## src/rtl/bpar_pkg.sv

```systemverilog
package bpar_pkg;
  localparam int unsigned FOLD_W = 8;

  typedef struct packed {
    logic chk;
    logic odd;
  } rx_cap_t;

  function automatic int unsigned n_chunks(int unsigned w);
    return (w + FOLD_W - 1) / FOLD_W;
  endfunction
endpackage

```

## src/rtl/bpar_fold.sv

```systemverilog
module bpar_fold
  import bpar_pkg::*;
#(
  parameter int unsigned W = 36
) (
  input  logic [W-1:0] bits_i,
  output logic         odd_o
);
  localparam int unsigned NCH   = n_chunks(W);
  localparam int unsigned PAD_W = NCH * FOLD_W;

  logic [PAD_W-1:0] padded;
  logic [NCH-1:0]   chunk_odd;

  always_comb begin
    padded = '0;
    padded[W-1:0] = bits_i;
  end

  // byte-wide XOR leaves, then one XOR across the leaves
  for (genvar c = 0; c < NCH; c++) begin : g_chunk
    assign chunk_odd[c] = ^padded[c*FOLD_W +: FOLD_W];
  end

  assign odd_o = ^chunk_odd;
endmodule

```

## src/rtl/bpar_tx.sv

```systemverilog
module bpar_tx #(
  parameter int unsigned AD_W = 32,
  parameter int unsigned BE_W = 4
) (
  input  logic            clk_i,
  input  logic            rst_ni,
  input  logic [AD_W-1:0] ad_i,
  input  logic [BE_W-1:0] be_i,
  input  logic            oe_i,
  output logic            par_o,
  output logic            par_oe_o
);
  localparam int unsigned COV_W = AD_W + BE_W;

  logic odd;

  bpar_fold #(.W(COV_W)) u_fold (
    .bits_i ({be_i, ad_i}),
    .odd_o  (odd)
  );

  always_ff @(posedge clk_i or negedge rst_ni) begin
    if (!rst_ni) begin
      par_o    <= 1'b0;
      par_oe_o <= 1'b0;
    end else begin
      par_o    <= odd;
      par_oe_o <= oe_i;
    end
  end
endmodule

```

## src/rtl/bpar_rx.sv

```systemverilog
module bpar_rx
  import bpar_pkg::*;
#(
  parameter int unsigned AD_W = 32,
  parameter int unsigned BE_W = 4
) (
  input  logic            clk_i,
  input  logic            rst_ni,
  input  logic [AD_W-1:0] ad_i,
  input  logic [BE_W-1:0] be_i,
  input  logic            chk_i,
  input  logic            par_i,
  output logic            perr_o
);
  localparam int unsigned COV_W = AD_W + BE_W;

  logic    odd;
  rx_cap_t cap_q;

  bpar_fold #(.W(COV_W)) u_fold (
    .bits_i ({be_i, ad_i}),
    .odd_o  (odd)
  );

  // fold before the flop: one bit of state instead of COV_W
  always_ff @(posedge clk_i or negedge rst_ni) begin
    if (!rst_ni) begin
      cap_q <= '0;
    end else begin
      cap_q.chk <= chk_i;
      cap_q.odd <= odd;
    end
  end

  assign perr_o = cap_q.chk & (cap_q.odd ^ par_i);
endmodule

```

## src/rtl/bus_parity_unit.sv

```systemverilog
module bus_parity_unit #(
  parameter int unsigned NUM_PORTS = 3,
  parameter int unsigned AD_W      = 32,
  parameter int unsigned BE_W      = 4
) (
  input  logic                      clk_i,
  input  logic                      rst_ni,
  input  logic [NUM_PORTS*AD_W-1:0] ad_tx_i,
  input  logic [NUM_PORTS*BE_W-1:0] be_tx_i,
  input  logic [NUM_PORTS-1:0]      ad_oe_i,
  output logic [NUM_PORTS-1:0]      par_o,
  output logic [NUM_PORTS-1:0]      par_oe_o,
  input  logic [NUM_PORTS*AD_W-1:0] ad_rx_i,
  input  logic [NUM_PORTS*BE_W-1:0] be_rx_i,
  input  logic [NUM_PORTS-1:0]      chk_i,
  input  logic [NUM_PORTS-1:0]      par_rx_i,
  output logic [NUM_PORTS-1:0]      perr_o
);
  for (genvar k = 0; k < NUM_PORTS; k++) begin : g_lane
    bpar_tx #(.AD_W(AD_W), .BE_W(BE_W)) u_tx (
      .clk_i    (clk_i),
      .rst_ni   (rst_ni),
      .ad_i     (ad_tx_i[k*AD_W +: AD_W]),
      .be_i     (be_tx_i[k*BE_W +: BE_W]),
      .oe_i     (ad_oe_i[k]),
      .par_o    (par_o[k]),
      .par_oe_o (par_oe_o[k])
    );

    bpar_rx #(.AD_W(AD_W), .BE_W(BE_W)) u_rx (
      .clk_i  (clk_i),
      .rst_ni (rst_ni),
      .ad_i   (ad_rx_i[k*AD_W +: AD_W]),
      .be_i   (be_rx_i[k*BE_W +: BE_W]),
      .chk_i  (chk_i[k]),
      .par_i  (par_rx_i[k]),
      .perr_o (perr_o[k])
    );
  end
endmodule

```

## config.mk

```make
export PLATFORM = sky130hd
export DESIGN_NAME = bus_parity_unit
export DESIGN_NICKNAME = d
export VERILOG_FILES = /design/src/rtl/bpar_pkg.sv /design/src/rtl/bpar_fold.sv /design/src/rtl/bpar_tx.sv /design/src/rtl/bpar_rx.sv /design/src/rtl/bus_parity_unit.sv
export SDC_FILE = /design/constraint.sdc
export NUM_CORES = 1
export LEC_CHECK = 0
export CORE_AREA = 2 2 90 92
export CTS_BUF_LIST = sky130_fd_sc_hd__clkbuf_4 sky130_fd_sc_hd__clkbuf_8 sky130_fd_sc_hd__clkbuf_16
export DETAILED_ROUTE_END_ITERATION = 10
export DIE_AREA = 0 0 92 94
export GPL_ROUTABILITY_DRIVEN = 1
export PLACE_DENSITY = 0.82
export SYNTH_ARGS = -nofsm -noshare
export SYNTH_HDL_FRONTEND = slang
export SYNTH_SLANG_ARGS = --single-unit
```

## constraint.sdc

```tcl
create_clock -name clk_i -period 2.1 [get_ports clk_i]
set_input_delay 0.63 -clock clk_i [delete_from_list [all_inputs] [get_ports clk_i]]
set_output_delay 0.63 -clock clk_i [all_outputs]
set_load 0.1 [all_outputs]
```

== After elaboration in Yosys (flattened, before gate mapping) ==
Index checks and enable logic that the tools add are counted.
Cells by class
  $add $sub $neg: 0
  $mul: 0
  div/mod/pow operators: 0
  order comparisons: 0
  equality and inequality tests: 0
  shift-type cells: 0
  multiplexer cells: 0
  bitwise gates (word level): 6
  reduce and logical (&&, ||, !) cells: 36
Operators with widths (number)
  parity 8 bit: 30
  parity 5 bit: 6
  AND 1 bit: 3
  XOR 1 bit: 3
Word-level totals
  register bits after elaboration: 12
  latch bits: 0
  memory bits (writable): 0
  memory bits (read-only): 0
  input port bits: 227
  output and inout bits: 9
  logic and storage cells: 54
  memories: 0

== Depth between registers and ports, before layout ==
Gate-level depths: netlist (run 1).
  depth after elaboration: 2
  depth in mapped cells: 5
  mapped depth without buffers: 5

== Hierarchy ==
From an unflattened synthesis (run 1), not the netlist that was laid out.
Unflattened totals
  cell total of the unflattened synthesis: 222
  area total of the unflattened synthesis: 2214.6 sq um
By module, submodules not included
  bpar_fold: times used 6, cells each 34, area an instance 311.5 sq um, sequential area each 0.0 sq um
  bpar_rx: times used 3, cells each 4, area an instance 65.1 sq um, sequential area each 50.0 sq um
  bpar_tx: times used 3, cells each 2, area an instance 50.0 sq um, sequential area each 50.0 sq um

== Worst setup path before layout (run 1) ==
No wires, ideal clock.
  path type: input-to-output
  start: input par_rx_i[0]
  end: output perr_o[0]
  arrival: 1.141 ns
  required time: 1.470 ns
  setup slack: 0.329 ns
  cell stages on the path: 3
  buffers on the path: 1
  cells stage by stage: xor2_1 > and2_1 > buf_4
Between the ends
  cells in the longest elaborated chain, start to end: 2
RTL lines
  start, declared: line bus_parity_unit.sv:16  | input logic [NUM_PORTS-1:0] par_rx_i,
  XOR 1 bit: line bpar_rx.sv:35  | assign perr_o = cap_q.chk & (cap_q.odd ^ par_i);
  AND 1 bit: line bpar_rx.sv:35
  end, declared: line bus_parity_unit.sv:17  | output logic [NUM_PORTS-1:0] perr_o
No other way between the ends.

== Worst setup path in the final report (run 1) ==
  start: input ad_tx_i[41]
  end: register g_lane[1].u_tx.par_o
Between the ends
  cells in the longest elaborated chain, start to end: 2
RTL lines
  start, declared: line bus_parity_unit.sv:8  | input logic [NUM_PORTS*AD_W-1:0] ad_tx_i,
  parity 8 bit: line bpar_fold.sv:22  | assign chunk_odd[c] = ^padded[c*FOLD_W +: FOLD_W];
  parity 5 bit: line bpar_fold.sv:25  | assign odd_o = ^chunk_odd;
  named net g_lane[1].u_tx.odd: line bpar_tx.sv:15  | logic odd;
  end signal, assigned: line bpar_tx.sv:24  | par_o <= 1'b0;
  end signal, assigned: line bpar_tx.sv:27  | par_o <= odd;
  end, declared: line bpar_tx.sv:10  | output logic par_o,
The timed path passes the listed nets, and every way through them passes these cells.

==> results of run 1 <==
[logic make-up after synthesis]
kind of cell | share of synthesized area, %
xor+xnor | 83.1
flops | 13.2
buf+inv | 2.96
simple gates | 0.822
[sequential cells by signal, indices dropped and copies added, names as in the netlist]
signal / flops
g_lane.u_tx.par_o: 3
g_lane.u_rx.cap_q: 6
g_lane.u_tx.par_oe_o: 3
[worst max path at each step]
stage / startpoint / end / cells past startpoint
finish: ad_tx_i[41] / g_lane[1].u_tx.par_o / 6
global route: ad_tx_i[41] / g_lane[1].u_tx.par_o / 6
CTS: ad_rx_i[4] / g_lane[0].u_rx.cap_q[0] / 6
detailed placement: be_tx_i[5] / g_lane[1].u_tx.par_o / 6
global placement: be_tx_i[5] / g_lane[1].u_tx.par_o / 6
floorplan: par_rx_i[0] / perr_o[0] / 3
[metrics by stage]
stage,power [uW],util [%]
after global placement,2640,62.9
after CTS,2960,63.7
final,2990,65.6
after floorplan,1910,-
after detailed placement,2670,62.9
after global routing,3180,65.6
[cell usage in the layout, fill, tap and decap left out, drive strengths merged]
cell / n
xnor3: 6
and2: 3
clkbuf: 4
dlymetal6s2s: 17
dlygate4sd2: 3
clkdlybuf4s50: 206
dfrtp: 12
buf: 9
xor2: 27
xnor2: 174
[cell type report]
type,instances,area [um^2]
Multi-Input combinational cell,210,2030
Clock buffer,4,55.1
Sequential cell,12,300
Tap cell,102,128
Fill cell,596,2620
Timing Repair Buffer,235,2480
[per-layer routing]
metal | up-vias | GRT usage, % | wire [um]
met5 | - | 0 | 0
met4 | 0 | 2.74 | 78
met3 | 8 | 4.82 | 692
met2 | 130 | 33.1 | 4220
met1 | 994 | 15.6 | 2260
li1 | 1147 | - | -
[report_power, final]
group	switching, uW	internal, uW	leakage, uW
Clock	87.4	166	0.0000288
Combinational	982	1400	0.00178
Sequential	40.5	315	0.000140
[repair_timing]
action / CTS / global route
resized for setup: 6 / 31
setup endpoints to repair: 3 / 5
pin swaps: 6 / 39
==> summary.md, run 1 <==
The flow ran to the end, and the final reports show no timing, DRC or antenna violations. The via count of the first global-routing pass is 2392, and the detailed placer's ending HPWL is 6.64 mm. Clock-pin slew was measured on the worst setup and hold paths at 0.06 ns.

Net count of the mapped netlist: 458. The root cell of the clock tree was sky130_fd_sc_hd__clkbuf_8. The slew at the pin closest to its max-slew limit was 0.584 ns; the worst slack on hold paths was 0.761 ns. The count of warnings emitted by yosys came out at 0. Power per cell area: 600 nW/um^2. The maximum fanout along the worst path was 1.

The die covers 8650 um^2. Row generation in the floorplan step produced 32 rows. The number of optimization iterations in the first detailed-route pass is 2, and the final weighted congestion of routability-driven global placement is 0.712. Summing every instance area after synthesis gives 2280 um^2. In this run the cell area measured after placement is 4780 um^2. Data on the critical path is required at its endpoint by 2.22 ns.

The logs give 1 for the deepest level of the CTS H-tree and 0 for the number of nets with antenna violations after detailed routing. The number of antenna violations at the first check in global routing is 0, and the mean routed wirelength per cell is 12.9 um. The layout overhead on the synthesized area was 119%. The CTS buffer count came out at 3.

The netlist uses 6 different library cells. Setup slack on the critical path of the routed design comes to 0.0431 ns. The logs give 2279 for the overall via count from detail_route and 2.18 ns for the endpoint arrival time on the critical path. Of all flip-flops after synthesis, the portion carrying an async set or reset was 100%. The dominant register cell in the synthesized netlist is sky130_fd_sc_hd__dfrtp_1. After the first detailed-routing iteration, the DRC count stood at 11.

Adding up every negative setup slack in the final design gives 0 ns. After synthesis, the most frequently instantiated cells are 174 x sky130_fd_sc_hd__xnor2_1, 27 x sky130_fd_sc_hd__xor2_1, 12 x sky130_fd_sc_hd__dfrtp_1. The setup path with the least slack is of type in2reg. The tools report the endpoint class of the critical path as a register.

The logs give 0 for the number of pins exceeding their max-slew limit in the final report and 486 MHz for the maximum frequency from static timing analysis. Sorting the synthesized cells by area gives the leading types as sky130_fd_sc_hd__xnor2_1 67%, sky130_fd_sc_hd__dfrtp_1 13%, sky130_fd_sc_hd__xor2_1 10%. In this run the tool buffered the top-level ports with 235 buffer cells. Traced cell by cell, the critical path runs through clkdlybuf4s50_1 -> xnor2_2 -> xnor2_2 -> xnor2_1 -> xnor3_1 -> xnor2_1. The logs give 12 for the CTS sink count and 689 for the final net count. TritonCTS built the clock tree.

sky130_fd_sc_hd__xnor2_1 takes more of the synthesized area than any other cell. The number of hold buffers added after CTS was 0. The first global-routing pass estimated 11.0 mm of wire. Grouping stages by cell kind, the critical path spends the most delay in XOR/XNOR gates. The die boundary width was 92 um.

The worst path uses 97.9% of the clock period. The number of instances in the synthesized netlist is 231, and the DRC violations left is 0. The tools report the worst setup slack after placement as -0.205 ns. The ratio of routed vias to standard cells was 4.05; the number of post-CTS setup repair buffers was 0. The tools report the element type at the critical path start as an input port. Headroom to the max-slew limit came out at 61.0%. The total routed wirelength is 7.24 mm, and the final cell count without fillers is 563.

The initial core utilization was 30.0%; the share of cells above drive strength 1 was 6.51%. Max-cap violations in this run came to 0. The buffer and inverter count on the worst path works out to 1. In this run, placement finished with an instance count of 559. Counting I/O delays and the setup requirement, the final critical path takes 2.06 ns.

No sink is reached through more buffers than the 2 on the longest clock path. In this design, the stage delay of the slowest critical-path cell is 0.46 ns. Across the VDD grid, the largest voltage drop is 0.000349 V. For the cell area after layout, the log shows 4990 um^2.

Setup violations remaining at the end of the flow were counted as 0. The count of endpoints failing hold in the final timing report was 0. The average instance in the mapped netlist occupies 9.88 um^2.

Global routing finished with a remaining overflow of 0. The floorplan step defined a core boundary enclosing 7610 um^2. Sequential fraction of the synthesis area: 13.2%. The leakage power figure came out at 0.00195 uW. For the overall fraction of global-route tracks in use, the log shows 16.0%. The pin count of the biggest net entering global routing was 13; the flip-flop and latch count after synthesis was 12.

0 antenna diodes ended up in the layout. The number of synthesized flops with an enable pin was 0. The slowest stage of the critical path is the sky130_fd_sc_hd__clkdlybuf4s50_1 cell. The min-delay analysis places its worst path in the category in2async. Most common cell in the synthesized netlist: sky130_fd_sc_hd__xnor2_1.

The share of Yosys cell area claimed by the top area cell type was 66.8%; the number of ports placed on the die boundary was 236. The floorplan step set the die height to 94 um.
Power figures use the tool's default switching activity.
==> run 2, diff against run 1 <==
CELL_PAD_IN_SITES_DETAIL_PLACEMENT = 0   (was default)
CELL_PAD_IN_SITES_GLOBAL_PLACEMENT = 2   (was default)
CORE_AREA = default   (was 2 2 90 92)
CORE_ASPECT_RATIO = 2   (was default)
CORE_MARGIN = 2   (was default)
CORE_UTILIZATION = 16   (was default)
DIE_AREA = default   (was 0 0 92 94)
PLACE_DENSITY = 0.88   (was 0.82)
==> run 2 against run 1 <==
Net effect: count of clock-buffer cells in the layout did not move; largest cell class unchanged; total power increased by 3.6%; setup slack better by 0.0094 ns; die area rose by 77%; wire length grew 11%; maximum frequency grew 0.46%; utilization shrank 29 points; hold slack got worse by 0.066 ns; final area is 2.4% higher; sequential share of layout area is 0.14 points lower.
==> summary.md, run 2 (same netlist as run 1, synthesis figures left out) <==
Count of port buffers added during placement: 235. The maximum fanout along the worst path is 1. The run gives 0.00196 uW as the leakage power figure. In the final layout, flip-flops and latches occupy 300 um^2. The tree built by TritonCTS fans out to 12 sinks.

Cells with a size suffix above 1 make up 5.63% of the layout. Global-route wire length before repair: 11.2 mm. Endpoint class of the critical path: a register. After the last flow step, the layout net total stands at 690. After layout, the worst setup slack is 0.0524 ns.

The tools report the count of final setup violators as 0. Ranked by flip-flop count, first place goes to g_lane.u_rx.cap_q. Counting tap cells, the placed design contains a total of 647 instances. The tools report the DRC violations left as 0. In this run the clock root is driven by a sky130_fd_sc_hd__clkbuf_16. Setup repair after global routing left no endpoint under its margin. The final layout contains routed wiring with a total length of 8.01 mm.

The die is 88.5 um wide. Routability-driven placement finished with a final weighted congestion of 0.746. The number of post-CTS setup repair buffers is 0, and the area of the core region is 13900 um^2.

In the layout the commonest cells are 204 x sky130_fd_sc_hd__clkdlybuf4s50_1, 167 x sky130_fd_sc_hd__xnor2_1, 25 x sky130_fd_sc_hd__xor2_1, 19 x sky130_fd_sc_hd__dlymetal6s2s_1, 12 x sky130_fd_sc_hd__dfrtp_1. TritonCTS built the clock tree. The repair_antennas step left the layout with diodes totalling 0. The overall via count from detail_route came out at 2282. The leftover overflow at the end of global routing was 0; the portion of the clock cycle consumed by the worst path in the final layout was 97.5%. The largest registers in the layout are g_lane.u_rx.cap_q x6, g_lane.u_tx.par_o x3, g_lane.u_tx.par_oe_o x3. The final critical-path required period works out to 2.05 ns. The tools report the filler cell count in the final layout as 1415.

The path class of the tightest hold or removal check is in2async. Headroom to the max-slew limit came out at 80.0%. STA classifies the critical path startpoint as an input port. The via count of the first global-routing pass was 2566; the number of flip-flops in the largest register was 6.

The flow ran to the end, and the final reports show no timing, DRC or antenna violations. Summing all multi-input logic gate instances after layout gives 1990 um^2. The count of endpoints failing hold in the final timing report was 0; the largest voltage drop on the vdd net was 0.000227 V. Row count: 61. The DRC violation total after the first TritonRoute iteration was 7; the slew at the pin closest to its max-slew limit was 0.298 ns.

For this run, the top clock speed supported by timing is 488 MHz. For this run, the total global-route usage over all layers was measured as 9.56%. The number of antenna violations at the first check in global routing is 0.

Number of pins exceeding their max-slew limit in the final report: 0. Counting the buffers created by CTS gives 3. Setup total negative slack on the finished layout was measured at 0 ns. The detail route stage leaves a number of antenna-violating nets equal to 0.

In this run the count of I/O pins placed on the die edge is 236. Using the TritonRoute via totals, the vias-per-cell ratio works out to 3.51. The initial utilization of the core area, before any placement, comes to 16.4%. The tools report the worst path required time as 2.22 ns. The leading cell type in the layout, fill and taps excluded is sky130_fd_sc_hd__clkdlybuf4s50_1. For this run, the detailed router's first-pass iteration total came to 4.

The floorplan step defined a die boundary enclosing 15300 um^2. The layout overhead on the synthesized area was 124%; the detailed placer's ending HPWL was 7.66 mm. At the placement stage, the worst setup path has a slack of -0.405 ns. At the worst endpoint, the arrival time is 2.17 ns.

Measured on the finished design, the core utilization comes to 36.8%. After clock tree synthesis, the clock-pin slew on the worst setup and hold paths is 0.04 ns. The tools report the final cell count without fillers as 651. The floorplan die height is 173 um, and the pin count of the biggest net entering global routing is 13. In this run the power density over the cells is 607 nW/um^2. The critical path is of the in2reg type. The mean routed wirelength per cell is 12.3 um, and the largest buffer count on any clock path is 2. The tools report the deepest level of the CTS H-tree as 1.

The tools report the max capacitance violation total as 0.
## run 2: final timing paths
path / start / to / slack, ns / depth (start not counted)
worst max-delay path: be_tx_i[4] / g_lane[1].u_tx.par_o / 0.05 / 6
worst min-delay path: rst_ni / g_lane[1].u_tx.par_oe_o / 0.70 / 2
max in group asynchronous: rst_ni / g_lane[2].u_tx.par_oe_o / 1.25 / 2
min in group clk_i: ad_oe_i[0] / g_lane[0].u_tx.par_oe_o / 0.83 / 1
## run 2: area by class of cell
type                       instances  area share [%]
clock buffer                       4            1.74
tap                              189            4.63
timing repair buffer             236            48.8
multi-input combinational        210            38.9
sequential                        12            5.88
## run 2: report_power, final
group	switching, uW	total, uW	internal (uW)
clock	97.2	384	287
sequential	41.0	357	316
combinational	980	2360	1380
total	1120	3100	1980
## run 2: layer usage
layer | global-route usage (%) | wire, um | vias to the layer above
li1 | - | - | 1149
met4 | 2.84 | 204 | 0
met5 | 0 | 0 | -
met1 | 6.66 | 2070 | 987
met3 | 1.38 | 617 | 14
met2 | 22.2 | 5130 | 132
## run 2: worst max-delay path: stages
cell and delay, ns:
sky130_fd_sc_hd__clkdlybuf4s50_1 0.42, sky130_fd_sc_hd__xnor2_1 0.26, sky130_fd_sc_hd__xnor2_2 0.16, sky130_fd_sc_hd__xnor2_1 0.14
sky130_fd_sc_hd__xnor3_1 0.42, sky130_fd_sc_hd__xnor2_1 0.14
## run 2: what timing repair did
action | in CTS | in global routing
pin swaps | 6 | 31
hold buffers | 0 | 0
setup endpoints to repair | 4 | 6
gates resized for setup | 7 | 27
## run 2: metrics by stage
step	power, uW	hold WS [ns]	instance area, um^2
floorplan	1910	0.334	2280
global placement	2680	0.953	4900
detailed placement	2700	0.954	4900
CTS	3130	0.696	5000
global route	3300	0.711	5110
finish	3100	0.695	5110
